### config.mk
export PLATFORM = sky130hd
export DESIGN_NAME = smb_ptr_slave
export DESIGN_NICKNAME = d
export VERILOG_FILES = /design/src/rtl/smb_ptr_pkg.sv /design/src/rtl/smb_line_sync.sv /design/src/rtl/smb_bus_events.sv /design/src/rtl/smb_low_timer.sv /design/src/rtl/smb_ptr_slave.sv
export SDC_FILE = /design/constraint.sdc
export NUM_CORES = 1
export LEC_CHECK = 0
export BUFFER_PORTS_ARGS = -buffer_cell sky130_fd_sc_hd__buf_2
export CAP_MARGIN = 10
export CORE_MARGIN = 3
export CORE_UTILIZATION = 55
export CTS_BUF_LIST = sky130_fd_sc_hd__clkbuf_8
export DETAILED_ROUTE_END_ITERATION = 12
export PLACE_DENSITY_LB_ADDON = 0.05
export RECOVER_POWER = 25
export SLEW_MARGIN = 10
export SYNTH_ARGS = -nofsm -noshare
export SYNTH_HDL_FRONTEND = slang
export SYNTH_SLANG_ARGS = --single-unit
export TNS_END_PERCENT = 30
### constraint.sdc
create_clock -name clk -period 3.3 [get_ports clk]
set_clock_uncertainty 0.1 [all_clocks]
set_input_delay 0.33 -clock clk [delete_from_list [all_inputs] [get_ports clk]]
set_output_delay 0.33 -clock clk [all_outputs]
set_load 0.05 [all_outputs]
### src/rtl/smb_ptr_pkg.sv
package smb_ptr_pkg;

   typedef enum logic [2:0] {
      ST_IDLE,
      ST_RX,
      ST_RX_ACK,
      ST_TX,
      ST_TX_ACK,
      ST_SKIP
   } smb_state_e;

   localparam int unsigned SMB_BYTE_BITS = 8;
   localparam int unsigned SMB_CNT_W     = $clog2(SMB_BYTE_BITS + 1);
   localparam int unsigned SMB_DEV_W     = 7;

endpackage

### src/rtl/smb_line_sync.sv
module smb_line_sync #(
   parameter int unsigned STAGES  = 2,
   parameter bit          RST_VAL = 1'b1
) (
   input  logic clk,
   input  logic rst_n,
   input  logic d,
   output logic q
);

   logic [STAGES-1:0] pipe;

   always_ff @(posedge clk) begin
      if (!rst_n) pipe <= {STAGES{RST_VAL}};
      else        pipe <= {pipe[STAGES-2:0], d};
   end

   assign q = pipe[STAGES-1];

endmodule

### src/rtl/smb_bus_events.sv
module smb_bus_events (
   input  logic clk,
   input  logic rst_n,
   input  logic scl_s,
   input  logic sda_s,
   output logic scl_rise,
   output logic scl_fall,
   output logic start_ev,
   output logic stop_ev
);

   logic scl_p;
   logic sda_p;

   always_ff @(posedge clk) begin
      if (!rst_n) begin
         scl_p <= 1'b1;
         sda_p <= 1'b1;
      end else begin
         scl_p <= scl_s;
         sda_p <= sda_s;
      end
   end

   assign scl_rise = scl_s & ~scl_p;
   assign scl_fall = ~scl_s & scl_p;
   // data edges only count as conditions while the clock is steadily high
   assign start_ev = scl_s & scl_p & sda_p & ~sda_s;
   assign stop_ev  = scl_s & scl_p & ~sda_p & sda_s;

endmodule

### src/rtl/smb_low_timer.sv
module smb_low_timer #(
   parameter bit          EN    = 1'b1,
   parameter int unsigned LIMIT = 7_500_000
) (
   input  logic clk,
   input  logic rst_n,
   input  logic run,
   output logic expire
);

   generate
      if (EN) begin : g_on
         localparam int unsigned CW = $clog2(LIMIT + 1);
         logic [CW-1:0] cnt;

         always_ff @(posedge clk) begin
            if (!rst_n || !run) cnt <= '0;
            else if (cnt != CW'(LIMIT)) cnt <= cnt + CW'(1);
         end

         assign expire = run && (cnt == CW'(LIMIT - 1));
      end else begin : g_off
         assign expire = 1'b0;
      end
   endgenerate

endmodule

### src/rtl/smb_ptr_slave.sv
module smb_ptr_slave
   import smb_ptr_pkg::*;
#(
   parameter logic [6:0]  SLV_ADDR    = 7'h2E,
   parameter int unsigned ADDR_W      = 8,
   parameter int unsigned SYNC_STAGES = 2,
   parameter bit          TOUT_EN     = 1'b1,
   parameter int unsigned TOUT_CYCLES = 7_500_000
) (
   input  logic              clk,
   input  logic              rst_n,
   input  logic              scl_i,
   input  logic              sda_i,
   output logic              sda_oe,
   output logic [ADDR_W-1:0] reg_addr,
   output logic              reg_we,
   output logic [7:0]        reg_wdata,
   output logic              reg_re,
   input  logic [7:0]        reg_rdata
);

   localparam logic [SMB_CNT_W-1:0] LAST_BIT = SMB_CNT_W'(SMB_BYTE_BITS);

   generate
      if (ADDR_W < 1 || ADDR_W > SMB_BYTE_BITS) begin : g_bad_addr_w
         $error("smb_ptr_slave: ADDR_W must lie in 1..8");
      end
      if (SYNC_STAGES < 2) begin : g_bad_sync
         $error("smb_ptr_slave: SYNC_STAGES must be at least 2");
      end
      if (TOUT_CYCLES < 2) begin : g_bad_tout
         $error("smb_ptr_slave: TOUT_CYCLES must be at least 2");
      end
   endgenerate

   // ---------------- line conditioning ----------------
   logic [1:0] raw_lines;
   logic [1:0] sync_lines;
   assign raw_lines = {scl_i, sda_i};

   generate
      for (genvar g = 0; g < 2; g++) begin : g_sync
         smb_line_sync #(
            .STAGES  (SYNC_STAGES),
            .RST_VAL (1'b1)
         ) u_sync (
            .clk   (clk),
            .rst_n (rst_n),
            .d     (raw_lines[g]),
            .q     (sync_lines[g])
         );
      end
   endgenerate

   logic scl_s, sda_s;
   assign scl_s = sync_lines[1];
   assign sda_s = sync_lines[0];

   logic scl_rise, scl_fall, start_ev, stop_ev;

   smb_bus_events u_events (
      .clk      (clk),
      .rst_n    (rst_n),
      .scl_s    (scl_s),
      .sda_s    (sda_s),
      .scl_rise (scl_rise),
      .scl_fall (scl_fall),
      .start_ev (start_ev),
      .stop_ev  (stop_ev)
   );

   // ---------------- byte engine ----------------
   smb_state_e             state;
   logic [7:0]             shreg;
   logic [SMB_CNT_W-1:0]   bitcnt;
   logic                   is_addr;
   logic                   rw;
   logic [1:0]             wr_idx;
   logic [ADDR_W-1:0]      ptr;
   logic                   sda_oe_q;
   logic                   tout;

   smb_low_timer #(
      .EN    (TOUT_EN),
      .LIMIT (TOUT_CYCLES)
   ) u_timer (
      .clk    (clk),
      .rst_n  (rst_n),
      .run    (~scl_s && (state != ST_IDLE)),
      .expire (tout)
   );

   // a byte is fetched when an ack slot ends and more data is owed
   logic load_rd;
   assign load_rd = scl_fall && !start_ev && !stop_ev && !tout &&
                    (((state == ST_RX_ACK) && rw) || (state == ST_TX_ACK));

   always_ff @(posedge clk) begin
      if (!rst_n) begin
         state     <= ST_IDLE;
         shreg     <= '0;
         bitcnt    <= '0;
         is_addr   <= 1'b0;
         rw        <= 1'b0;
         wr_idx    <= '0;
         ptr       <= '0;
         sda_oe_q  <= 1'b0;
         reg_we    <= 1'b0;
         reg_wdata <= '0;
      end else begin
         reg_we <= 1'b0;
         if (start_ev) begin
            state    <= ST_RX;
            is_addr  <= 1'b1;
            bitcnt   <= '0;
            wr_idx   <= '0;
            rw       <= 1'b0;
            sda_oe_q <= 1'b0;
         end else if (stop_ev || tout) begin
            state    <= ST_IDLE;
            sda_oe_q <= 1'b0;
         end else begin
            unique case (state)
               ST_RX: begin
                  if (scl_rise) begin
                     shreg  <= {shreg[6:0], sda_s};
                     bitcnt <= bitcnt + SMB_CNT_W'(1);
                  end else if (scl_fall && (bitcnt == LAST_BIT)) begin
                     bitcnt <= '0;
                     if (is_addr) begin
                        if (shreg[7:1] == SLV_ADDR) begin
                           rw       <= shreg[0];
                           sda_oe_q <= 1'b1;
                           state    <= ST_RX_ACK;
                        end else begin
                           state <= ST_SKIP;
                        end
                     end else begin
                        if (wr_idx == 2'd0) begin
                           ptr <= shreg[ADDR_W-1:0];
                        end else if (wr_idx == 2'd1) begin
                           reg_we    <= 1'b1;
                           reg_wdata <= shreg;
                        end
                        if (wr_idx != 2'd2) wr_idx <= wr_idx + 2'd1;
                        sda_oe_q <= 1'b1;
                        state    <= ST_RX_ACK;
                     end
                  end
               end
               ST_RX_ACK: begin
                  if (scl_fall) begin
                     is_addr <= 1'b0;
                     bitcnt  <= '0;
                     if (rw) begin
                        shreg    <= reg_rdata;
                        sda_oe_q <= ~reg_rdata[7];
                        state    <= ST_TX;
                     end else begin
                        sda_oe_q <= 1'b0;
                        state    <= ST_RX;
                     end
                  end
               end
               ST_TX: begin
                  if (scl_rise) begin
                     bitcnt <= bitcnt + SMB_CNT_W'(1);
                  end else if (scl_fall) begin
                     if (bitcnt == LAST_BIT) begin
                        sda_oe_q <= 1'b0;
                        state    <= ST_TX_ACK;
                     end else begin
                        shreg    <= {shreg[6:0], 1'b0};
                        sda_oe_q <= ~shreg[6];
                     end
                  end
               end
               ST_TX_ACK: begin
                  if (scl_rise) begin
                     if (sda_s) state <= ST_SKIP;
                  end else if (scl_fall) begin
                     shreg    <= reg_rdata;
                     sda_oe_q <= ~reg_rdata[7];
                     bitcnt   <= '0;
                     state    <= ST_TX;
                  end
               end
               default: ;
            endcase
         end
      end
   end

   assign sda_oe   = sda_oe_q;
   assign reg_addr = ptr;
   assign reg_re   = load_rd;

   // ---------------- assertions ----------------
   assert_skip_quiet_R2: assert property (@(posedge clk) disable iff (!rst_n)
      (state == ST_SKIP) |-> (!sda_oe_q && !reg_we));

   assert_we_single_R4: assert property (@(posedge clk) disable iff (!rst_n)
      reg_we |=> !reg_we);

   assert_ptr_hold_R5: assert property (@(posedge clk) disable iff (!rst_n)
      (state == ST_TX) |-> $stable(ptr));

   assert_rd_wr_excl_R6: assert property (@(posedge clk) disable iff (!rst_n)
      $onehot0({reg_we, reg_re}));

   assert_oe_scl_low_R8: assert property (@(posedge clk) disable iff (!rst_n)
      !$stable(sda_oe_q) |-> !scl_s);

   assert_ackslot_free_R8: assert property (@(posedge clk) disable iff (!rst_n)
      (state == ST_TX_ACK) |-> !sda_oe_q);

   assert_stop_idle_R9: assert property (@(posedge clk) disable iff (!rst_n)
      stop_ev |=> ((state == ST_IDLE) && !sda_oe_q));

   assert_tout_abort_R10: assert property (@(posedge clk) disable iff (!rst_n)
      tout |=> ((state == ST_IDLE) && !sda_oe_q && !reg_we));

endmodule

==> results of run 1 <==
## cell usage in the layout, fill, tap and decap left out, types with 3 or more instances in the layout
cell type  synthesis  routed
nor4_1             4       4
nor3_1             3       3
xor2_1            13      13
nand3_1           15      15
mux2i_1           30      30
and3b_1            4       4
xnor2_1            8       8
nand2_1           59      59
a21oi_1           15      15
clkbuf_8           0      10
buf_2              1      14
mux2_2             7       7
buf_4              1       4
and4_1             5       5
inv_1             14      14
nand4_1            4       4
nand4b_1           3       3
nand2b_1          10      10
and3_1             6       6
nor2_1            34      34
nand3b_1           3       3
o21ai_0            6       6
ha_1              10      10
dfxtp_1           66      66
a31oi_1            3       3
clkbuf_1          15      16
o31ai_1            4       4
## power by group through the flow
stage          clock (mW)  combinational (mW)  sequential (mW)
2_1_floorplan           0              0.0344            0.821
3_3_place_gp            0              0.0473            0.825
3_5_place_dp            0              0.0477            0.825
4_1_cts             0.685              0.0481            0.806
5_1_grt             0.719              0.0536            0.807
6_report            0.674              0.0480            0.806
## flip-flops by register name (all words and copies together) (netlist names), 2 cells and up
signal              cells
reg_addr                8
state                   3
u_timer.g_on.cnt       23
g_sync.u_sync.pipe      4
reg_wdata               8
shreg                   8
bitcnt                  4
wr_idx                  2
## critical path, cell delays in order (launching register included)
cell     delay, ns
dfxtp_1       0.37
or4_4         0.54
nor4_4        0.34
a21oi_1       0.11
buf_4         0.18
and4_1        0.18
buf_2         0.21
## path summary, 6_finish.rpt
check,slack (ns),end,cells after the start,start
hold / removal,0.07,g_sync[1].u_sync.pipe[0],2,scl_i
hold reg to reg,0.33,g_sync[0].u_sync.pipe[1],1,g_sync[0].u_sync.pipe[0]
setup reg to reg,0.67,reg_wdata[1],7,g_sync[1].u_sync.pipe[1]
setup / recovery,0.60,reg_re,6,u_timer.g_on.cnt[9]
## stage by stage
stage	hold WS, ns	utilization	std cells
after detailed placement	0.3023	0.6209	468
final	0.07051	0.6511	483
after global routing	0.06076	0.6511	483
after floorplan	0.2863	-	382
after CTS	0.05682	0.6546	483
after global placement	0.3005	0.6209	468
## cell type report
cell class,count,area (µm²)
clock inverter,5,55.05
sequential,66,1321
clock buffer,10,137.6
inverter,14,52.55
timing repair buffer,34,160.2
tap,72,90.09
multi-input combinational,282,1901
fill,496,1992
## routing by layer
layer,up-vias,track usage
li1,1382,-
met1,1248,0.2912
met2,65,0.3124
met3,12,0.04047
met4,0,0.08041
met5,-,0
## cell families (layout without fill, tap and decap cells)
| family | count (synthesis) | count (layout) | synth area share |
|---|---|---|---|
| xor+xnor | 21 | 21 | 0.05500 |
| buf+inv | 34 | 63 | 0.04190 |
| compound gates | 46 | 46 | 0.09278 |
| flops | 66 | 66 | 0.3951 |
| mux | 37 | 37 | 0.1134 |
| fa+ha+maj | 10 | 10 | 0.03741 |
| simple gates | 168 | 168 | 0.2645 |
==> impl_metrics.csv, run 1 <==
group,metric,value,unit
synthesis,syn_area,3344,µm²
die,die_width,83.98,µm
sta,fin_ws,0.6046,ns
drt,vias_per_cell,5.605,
clock_network,clk_pin_slew,0.07,ns
drt,num_vias,2707,
clock_network,cts_buffers,9,
drt,drtAntennaViolNets,0,
power_and_ir_drop,power_frac_clock,0.441,
synthesis,syn_area_per_cell,8.755,µm²
cells_and_area,diodes,0,
clock_network,postCtsHoldBufs,0,
power_and_ir_drop,swShare,0.2276,
power_and_ir_drop,p_leak,1.435,nW
placed_design,place_area,3545,µm²
power_and_ir_drop,cellInternalPower,1.180,mW
drt,wl_met3,335,µm
global_route,gr-usage-all-layers,0.2072,
synthesis,synth_seq_area_share,0.3951,
status,status,"completed",
drt,drtPass1Iterations,4,
die,rows,27,
synthesis,netlist_top_cells_area,"dfxtp_1 (40%), mux2i_1 (9.0%), nand2_1 (6.6%)",
sta,setup_viol,0,
critical_path,critPathKind,"flop to primary output",
clock_network,cts_setup_buffers,0,
sta,finalMaxSlewViolations,0,
synthesis,ys_ff_latch,66,
placed_design,dpl.hpwl,4.780,mm
die,start_util,0.5858,
clock_network,cts_resized,0,
power_and_ir_drop,power.total,1.528,mW
synthesis,synth.most_common_cell,"dfxtp_1",
sta,max_freq,371.0,MHz
cells_and_area,area_growth,11.15,%
job,cap_violations,0,
clock_network,cts_tree,"done",
die,coreArea,5709,µm²
power_and_ir_drop,ir_drop,0.2774,mV
die,die_h,83.98,µm
power_and_ir_drop,powerDensity,411.1,nW/µm²
clock_network,clock_sinks,66,
global_route,grt_pass1_vias,2520,
cells_and_area,drive_gt1_frac,0.1144,
clock_network,cts_htree_levels,3,
clock_network,worstSkewPairLatency,0.34,ns
clock_network,cts_buffer_depth,2,
critical_path,cp_max_fo,8,
global_route,grt_pass1_wl,12.05,mm
synthesis,synth_commonest_cells,"dfxtp_1 (66), nand2_1 (59), nor2_1 (34)",
global_route,grt_start_max_net_pins,24,
synthesis,syn_inst,382,
cells_and_area,finalNetCount,429,
global_route,grt_remaining_overflow,0,
synthesis,synth.top_cell.area_share,0.3951,
placed_design,gp_congestion,0.9096,
die,boundaryPins,31,
drt,wl_per_cell,14.48,µm
cells_and_area,final_area,3717,µm²
critical_path,cp.arrival,2.27,ns
global_route,antenna_found_initial,0,
die,dieArea,7053,µm²
worst_hold_path,holdCritPathClass,"primary input to flop",
power_and_ir_drop,power_frac_seq,0.528,
synthesis,yosysWarnings,0,
synthesis,syn_nets,404,
critical_path,cp-end-kind,"primary output",
synthesis,synth.distinct_cells,54,
drt,route.detailed.drc,0,
sta,rsz0062_at_grt,"false",
critical_path,cp.required,2.87,ns
drt,drt_iter0_drc,167,
synthesis,async_flop_share,0,
power_and_ir_drop,switchingPower,0.3478,mW
sta,period_minus_slack,2.695,ns
sta,hold_viol,0,
drt,wl_met1,3.515,mm
sta,fin_crit_sh,0.8168,
placed_design,io_buffers,30,
critical_path,worstSetupStartpointType,"flop",
sta,final.setup.tns,0,ns
sta,worst_pin_slew,1.061,ns
drt,met2_length,3.027,mm
placed_design,pre_cts_slack,0.6852,ns
synthesis,synth-main-ff-cell,"dfxtp_1",
synthesis,synth_edf_count,0,
drt,wirelength,6.995,mm
power_and_ir_drop,p_comb_frac,0.031,
sta,relSlewSlack,0.2924,
clock_network,root_buffer,"clkbuf_8",
drt,maxUsedRoutingLayer,"met4",
synthesis,yosysTopAreaCell,"dfxtp_1",
Power figures use the tool's default switching activity.
==> inputs of run 2 (changes only) <==
==> constraint.sdc (replaced) <==
create_clock -name clk -period 2.8 [get_ports clk]
set_clock_uncertainty 0.1 [all_clocks]
set_input_delay 0.28 -clock clk [delete_from_list [all_inputs] [get_ports clk]]
set_output_delay 0.28 -clock clk [all_outputs]
set_load 0.05 [all_outputs]
==> run 2 against run 1 <==
Compared with the run above: die area is the same; largest cell class unchanged; flip-flop and latch count is the same; critical path type unchanged; via count up 2.3%; core utilization increased by 0.72 points; combinational power rose by 29%; register-to-register slack got worse by 0.17 ns; critical endpoint unchanged; critical path depth decreased by 1.
==> impl_metrics.csv, run 2 (same netlist as run 1, synthesis figures left out) <==
group,metric,value,unit
status,status,"completed",
drt,drt_iter0_drc,178,
sta,hold_viol,0,
sta,setup_viol,0,
sta,finalMaxSlewViolations,0,
power_and_ir_drop,p_comb_frac,0.034,
drt,drtPass1Iterations,4,
global_route,grt_pass1_wl,12.24,mm
critical_path,worstSetupStartpointType,"flop",
critical_path,cp-end-kind,"primary output",
sta,fin_crit_sh,0.9112,
cells_and_area,final_area,3759,µm²
sta,period_minus_slack,2.551,ns
clock_network,root_buffer,"clkbuf_8",
power_and_ir_drop,powerDensity,485.0,nW/µm²
job,cap_violations,0,
sta,max_freq,391.9,MHz
clock_network,cts_htree_levels,3,
die,coreArea,5709,µm²
sta,relSlewSlack,0.3797,
drt,vias_per_cell,5.676,
critical_path,cp_max_fo,6,
worst_hold_path,hold_start,"scl_i",
clock_network,postCtsHoldBufs,0,
cells_and_area,diodes,0,
global_route,antenna_found_initial,0,
clock_network,cts_setup_buffers,0,
power_and_ir_drop,power_frac_seq,0.520,
critical_path,critPathKind,"flop to primary output",
power_and_ir_drop,ir_drop,0.3748,mV
die,die_h,83.98,µm
power_and_ir_drop,cellInternalPower,1.420,mW
drt,route.detailed.drc,0,
placed_design,dpl.hpwl,4.898,mm
worst_hold_path,holdCritPathClass,"primary input to flop",
global_route,gr-usage-all-layers,0.2087,
critical_path,crit-reg2reg-launch,"u_timer.g_on.cnt[0]",
drt,wl_per_cell,14.41,µm
sta,rsz0062_at_grt,"false",
global_route,grt_remaining_overflow,0,
clock_network,cts_resized,0,
clock_network,cts_buffer_depth,2,
die,rows,27,
cells_and_area,finalNetCount,433,
cells_and_area,drive_gt1_frac,0.1250,
critical_path,cp.arrival,2.17,ns
power_and_ir_drop,switchingPower,0.4025,mW
power_and_ir_drop,power_frac_clock,0.446,
power_and_ir_drop,p_leak,1.466,nW
clock_network,cts_buffers,9,
placed_design,gp_congestion,0.8731,
power_and_ir_drop,swShare,0.2208,
cells_and_area,largest-register,"u_timer.g_on.cnt",
placed_design,place_area,3575,µm²
placed_design,io_buffers,30,
cells_and_area,mostFrequentLayoutCells,"dfxtp_1 (66), nand2_1 (59), nor2_1 (34), mux2i_1 (30), clkbuf_1 (16)",
drt,drtAntennaViolNets,0,
clock_network,cts_tree,"done",
clock_network,clk_pin_slew,0.08,ns
global_route,grt_start_max_net_pins,29,
critical_path,cp-startpoint,"u_timer.g_on.cnt[9]",
die,dieArea,7053,µm²
sta,worst_pin_slew,0.9282,ns
die,boundaryPins,31,
cells_and_area,largest_reg_flops,23,
drt,num_vias,2770,
sta,final.setup.tns,0,ns
power_and_ir_drop,power.total,1.823,mW
die,start_util,0.5858,
critical_path,cp.required,2.42,ns
cells_and_area,final_common_cell,"dfxtp_1",
die,die_width,83.98,µm
global_route,grt_pass1_vias,2632,
clock_network,clock_sinks,66,
cells_and_area,area_growth,12.38,%
drt,wirelength,7.034,mm
clock_network,worstSkewPairLatency,0.33,ns
-- run 2: cell count changes in the layout (fill, tap and decap cells not counted), sizes merged --
cell / delta
buf: +4
clkbuf: +1
clkinv: +1
clkinvlp: -1
-- run 2: layer usage --
metal,global-route usage,vias up,share of wire
li1,-,1389,-
met1,0.2935,1279,0.49
met2,0.3138,91,0.43
met3,0.04541,11,0.063
met4,0.07456,0,0.013
met5,0,-,0
-- run 2: layout make-up --
type	instances	area, µm²
timing repair buffer	38	190.2
inverter	14	52.55
sequential	66	1321
tap	72	90.09
clock buffer	11	151.4
clock inverter	5	52.55
fill	496	1951
multi-input combinational	282	1901
-- run 2: final timing paths --
check        cells past startpoint                        to  slack, ns
min                              2  g_sync[1].u_sync.pipe[0]       0.03
max                              5                    reg_re       0.25
max reg2reg                      6                  shreg[1]       0.50
min reg2reg                      1  g_sync[0].u_sync.pipe[1]       0.31
-- run 2: metrics by stage --
| stage | setup slack [ns] | util | hold WS (ns) | std cells |
|---|---|---|---|---|
| after floorplan | 0.4884 | - | 0.2815 | 382 |
| after global placement | 0.5927 | 0.6261 | 0.2962 | 472 |
| after detailed placement | 0.5248 | 0.6261 | 0.3047 | 472 |
| after CTS | 0.2357 | 0.6618 | 0.01370 | 488 |
| after global routing | 0.1622 | 0.6583 | 0.02550 | 488 |
| final | 0.2486 | 0.6583 | 0.03004 | 488 |
-- run 2: critical path, cell delays in order (launching register included) --
cell and delay (ns):
dfxtp_1 0.36, or4_4 0.55, nor4_4 0.34, a21oi_1 0.16, and4_1 0.21, buf_2 0.21
-- run 2: power by group through the flow --
stage | registers (mW) | logic (mW) | clock network [mW]
floorplan | 0.968 | 0.0405 | 0
global placement | 0.969 | 0.0612 | 0
detailed placement | 0.969 | 0.0611 | 0
CTS | 0.947 | 0.0615 | 0.834
global route | 0.948 | 0.0691 | 0.874
finish | 0.947 | 0.0617 | 0.814
==> inputs of run 3 (changes only) <==
--- a/config.mk
+++ b/config.mk
@@ -7,6 +7,7 @@
 export LEC_CHECK = 0
 export BUFFER_PORTS_ARGS = -buffer_cell sky130_fd_sc_hd__buf_2
 export CAP_MARGIN = 10
+export CORE_ASPECT_RATIO = 0.5
 export CORE_MARGIN = 3
 export CORE_UTILIZATION = 55
 export CTS_BUF_LIST = sky130_fd_sc_hd__clkbuf_8
==> run 3 against run 2 <==
Compared with the run above: worst hold slack improved by 0.17 ns; critical path depth unchanged; sequential share of layout area increased by 0.059 points; critical endpoint unchanged; largest power group unchanged.
==> impl_metrics.csv, run 3 (same netlist as run 1, synthesis figures left out) <==
group,metric,value,unit
status,status,"completed",
cells_and_area,multi_input_area,1902,µm²
die,rows,19,
critical_path,reg2reg_to,"shreg[7]",
sta,fin_crit_sh,0.9299,
placed_design,io_buffers,30,
clock_network,cts_buffer_depth,2,
power_and_ir_drop,powerDensity,471.7,nW/µm²
drt,drtAntennaViolNets,0,
power_and_ir_drop,ir_drop,0.3889,mV
global_route,grt_start_max_net_pins,36,
die,coreArea,5682,µm²
clock_network,clk_pin_slew,0.07,ns
cells_and_area,area_growth,12.20,%
die,die_h,61.14,µm
drt,route.detailed.drc,0,
clock_network,cts_htree_levels,3,
drt,vias_per_cell,5.610,
worst_hold_path,holdCritPathClass,"primary input to flop",
worst_hold_path,worstHoldEndpoint,"u_events.scl_p",
sta,finalMaxSlewViolations,0,
drt,drtPass1Iterations,4,
global_route,grt_remaining_overflow,0,
sta,final.setup.tns,0,ns
worst_hold_path,holdPathStages,2,
sta,max_freq,384.1,MHz
placed_design,gp_congestion,0.8287,
clock_network,cts_tree,"done",
placed_design,dpl.hpwl,4.857,mm
cells_and_area,regArea,1321,µm²
drt,wirelength,6.925,mm
cells_and_area,fin_util,0.6604,
cells_and_area,drive_gt1_frac,0.1175,
die,dieArea,7109,µm²
critical_path,worstSetupStartpointType,"flop",
die,start_util,0.5886,
critical_path,worst_path_largest_cell_delay,0.54,ns
sta,worst_pin_slew,1.339,ns
cells_and_area,diodes,0,
cells_and_area,final_common_cell,"dfxtp_1",
critical_path,cp_max_fo,8,
critical_path,crit-reg2reg-launch,"u_timer.g_on.cnt[1]",
die,boundaryPins,31,
worst_hold_path,hold_start,"rst_n",
sta,rsz0062_at_grt,"false",
drt,wl_per_cell,14.13,µm
global_route,grt_pass1_wl,12.05,mm
cells_and_area,fill_cells,495,
critical_path,cp.required,2.42,ns
die,die_width,116.3,µm
job,cap_violations,0,
clock_network,root_buffer,"clkbuf_8",
critical_path,cp-end-kind,"primary output",
drt,drt_iter0_drc,197,
clock_network,worstSkewPairLatency,0.35,ns
critical_path,r2r_setup_slack,0.42,ns
sta,relSlewSlack,0.1072,
sta,setup_viol,0,
drt,num_vias,2749,
global_route,grt_pass1_vias,2658,
critical_path,cp_cell_sequence,"or4_4 -> nor4_4 -> a21oi_4 -> and4_1 -> buf_2",
critical_path,critPathBufInv,1,
critical_path,cpMaxStageDelayCell,"or4_4",
critical_path,cp-startpoint,"u_timer.g_on.cnt[9]",
clock_network,clock_sinks,66,
critical_path,crit_family,"simple AND/OR/NAND/NOR gates",
clock_network,cts_buffers,9,
sta,period_minus_slack,2.604,ns
sta,hold_viol,0,
cells_and_area,largest-register,"u_timer.g_on.cnt",
critical_path,r2r_cells,6,
critical_path,cp.arrival,2.22,ns
cells_and_area,largest_reg_flops,23,
critical_path,critPathKind,"flop to primary output",
global_route,antenna_found_initial,0,
global_route,gr-usage-all-layers,0.2182,
cells_and_area,finalNetCount,434,
power_and_ir_drop,p_leak,1.459,nW
cells_and_area,mostFrequentLayoutCells,"dfxtp_1 (66), nand2_1 (59), nor2_1 (34), mux2i_1 (30), clkbuf_1 (17)",
run 3: worst max-delay path by stage:
stage / endpoint / slack [ns] / cells past startpoint
after floorplan: reg_re / 0.49 / 6
after global placement: reg_re / 0.38 / 6
after detailed placement: reg_re / 0.25 / 6
after CTS: reg_re / 0.11 / 6
after global routing: reg_re / 0.07 / 6
final: reg_re / 0.20 / 5
run 3: area by class of cell:
class / count / area share
clock buffer: 9 / 0.03301
clock inverter: 7 / 0.01667
inverter: 14 / 0.01400
multi-input combinational: 282 / 0.5068
sequential: 66 / 0.3521
tap: 73 / 0.02434
timing repair buffer: 39 / 0.05302
run 3: timing repair:
action | CTS | global route
endpoints found under the hold margin | 2 | 0
resized for setup | 1 | 1
buffers inserted | 0 | 0
hold buffers | 2 | 0
setup endpoints to repair | 1 | 1
run 3: power by group:
part / total [mW] / internal, mW / switching [mW]
registers: 0.947 / 0.943 / 0.00381
logic: 0.0607 / 0.0224 / 0.0383
clock network: 0.762 / 0.401 / 0.361
total: 1.77 / 1.37 / 0.403
run 3: stage by stage:
| stage | power [mW] | cell area [µm²] | cells | worst slack [ns] | hold slack (ns) |
|---|---|---|---|---|---|
| CTS | 1.793 | 3769 | 490 | 0.1084 | 0.09455 |
| global route | 1.849 | 3752 | 490 | 0.06519 | 0.2296 |
| floorplan | 1.008 | 3344 | 382 | 0.4884 | 0.2815 |
| detailed placement | 1.027 | 3558 | 472 | 0.2546 | 0.3004 |
| global placement | 1.026 | 3558 | 472 | 0.3758 | 0.2887 |
| finish | 1.770 | 3752 | 490 | 0.1962 | 0.2044 |
run 3: metal layers:
layer,wire [µm],share of wire,track usage
met1,3216,0.46,0.2671
met2,3243,0.47,0.3634
met3,379,0.055,0.07164
met4,85,0.012,0.08926
met5,0,0,0
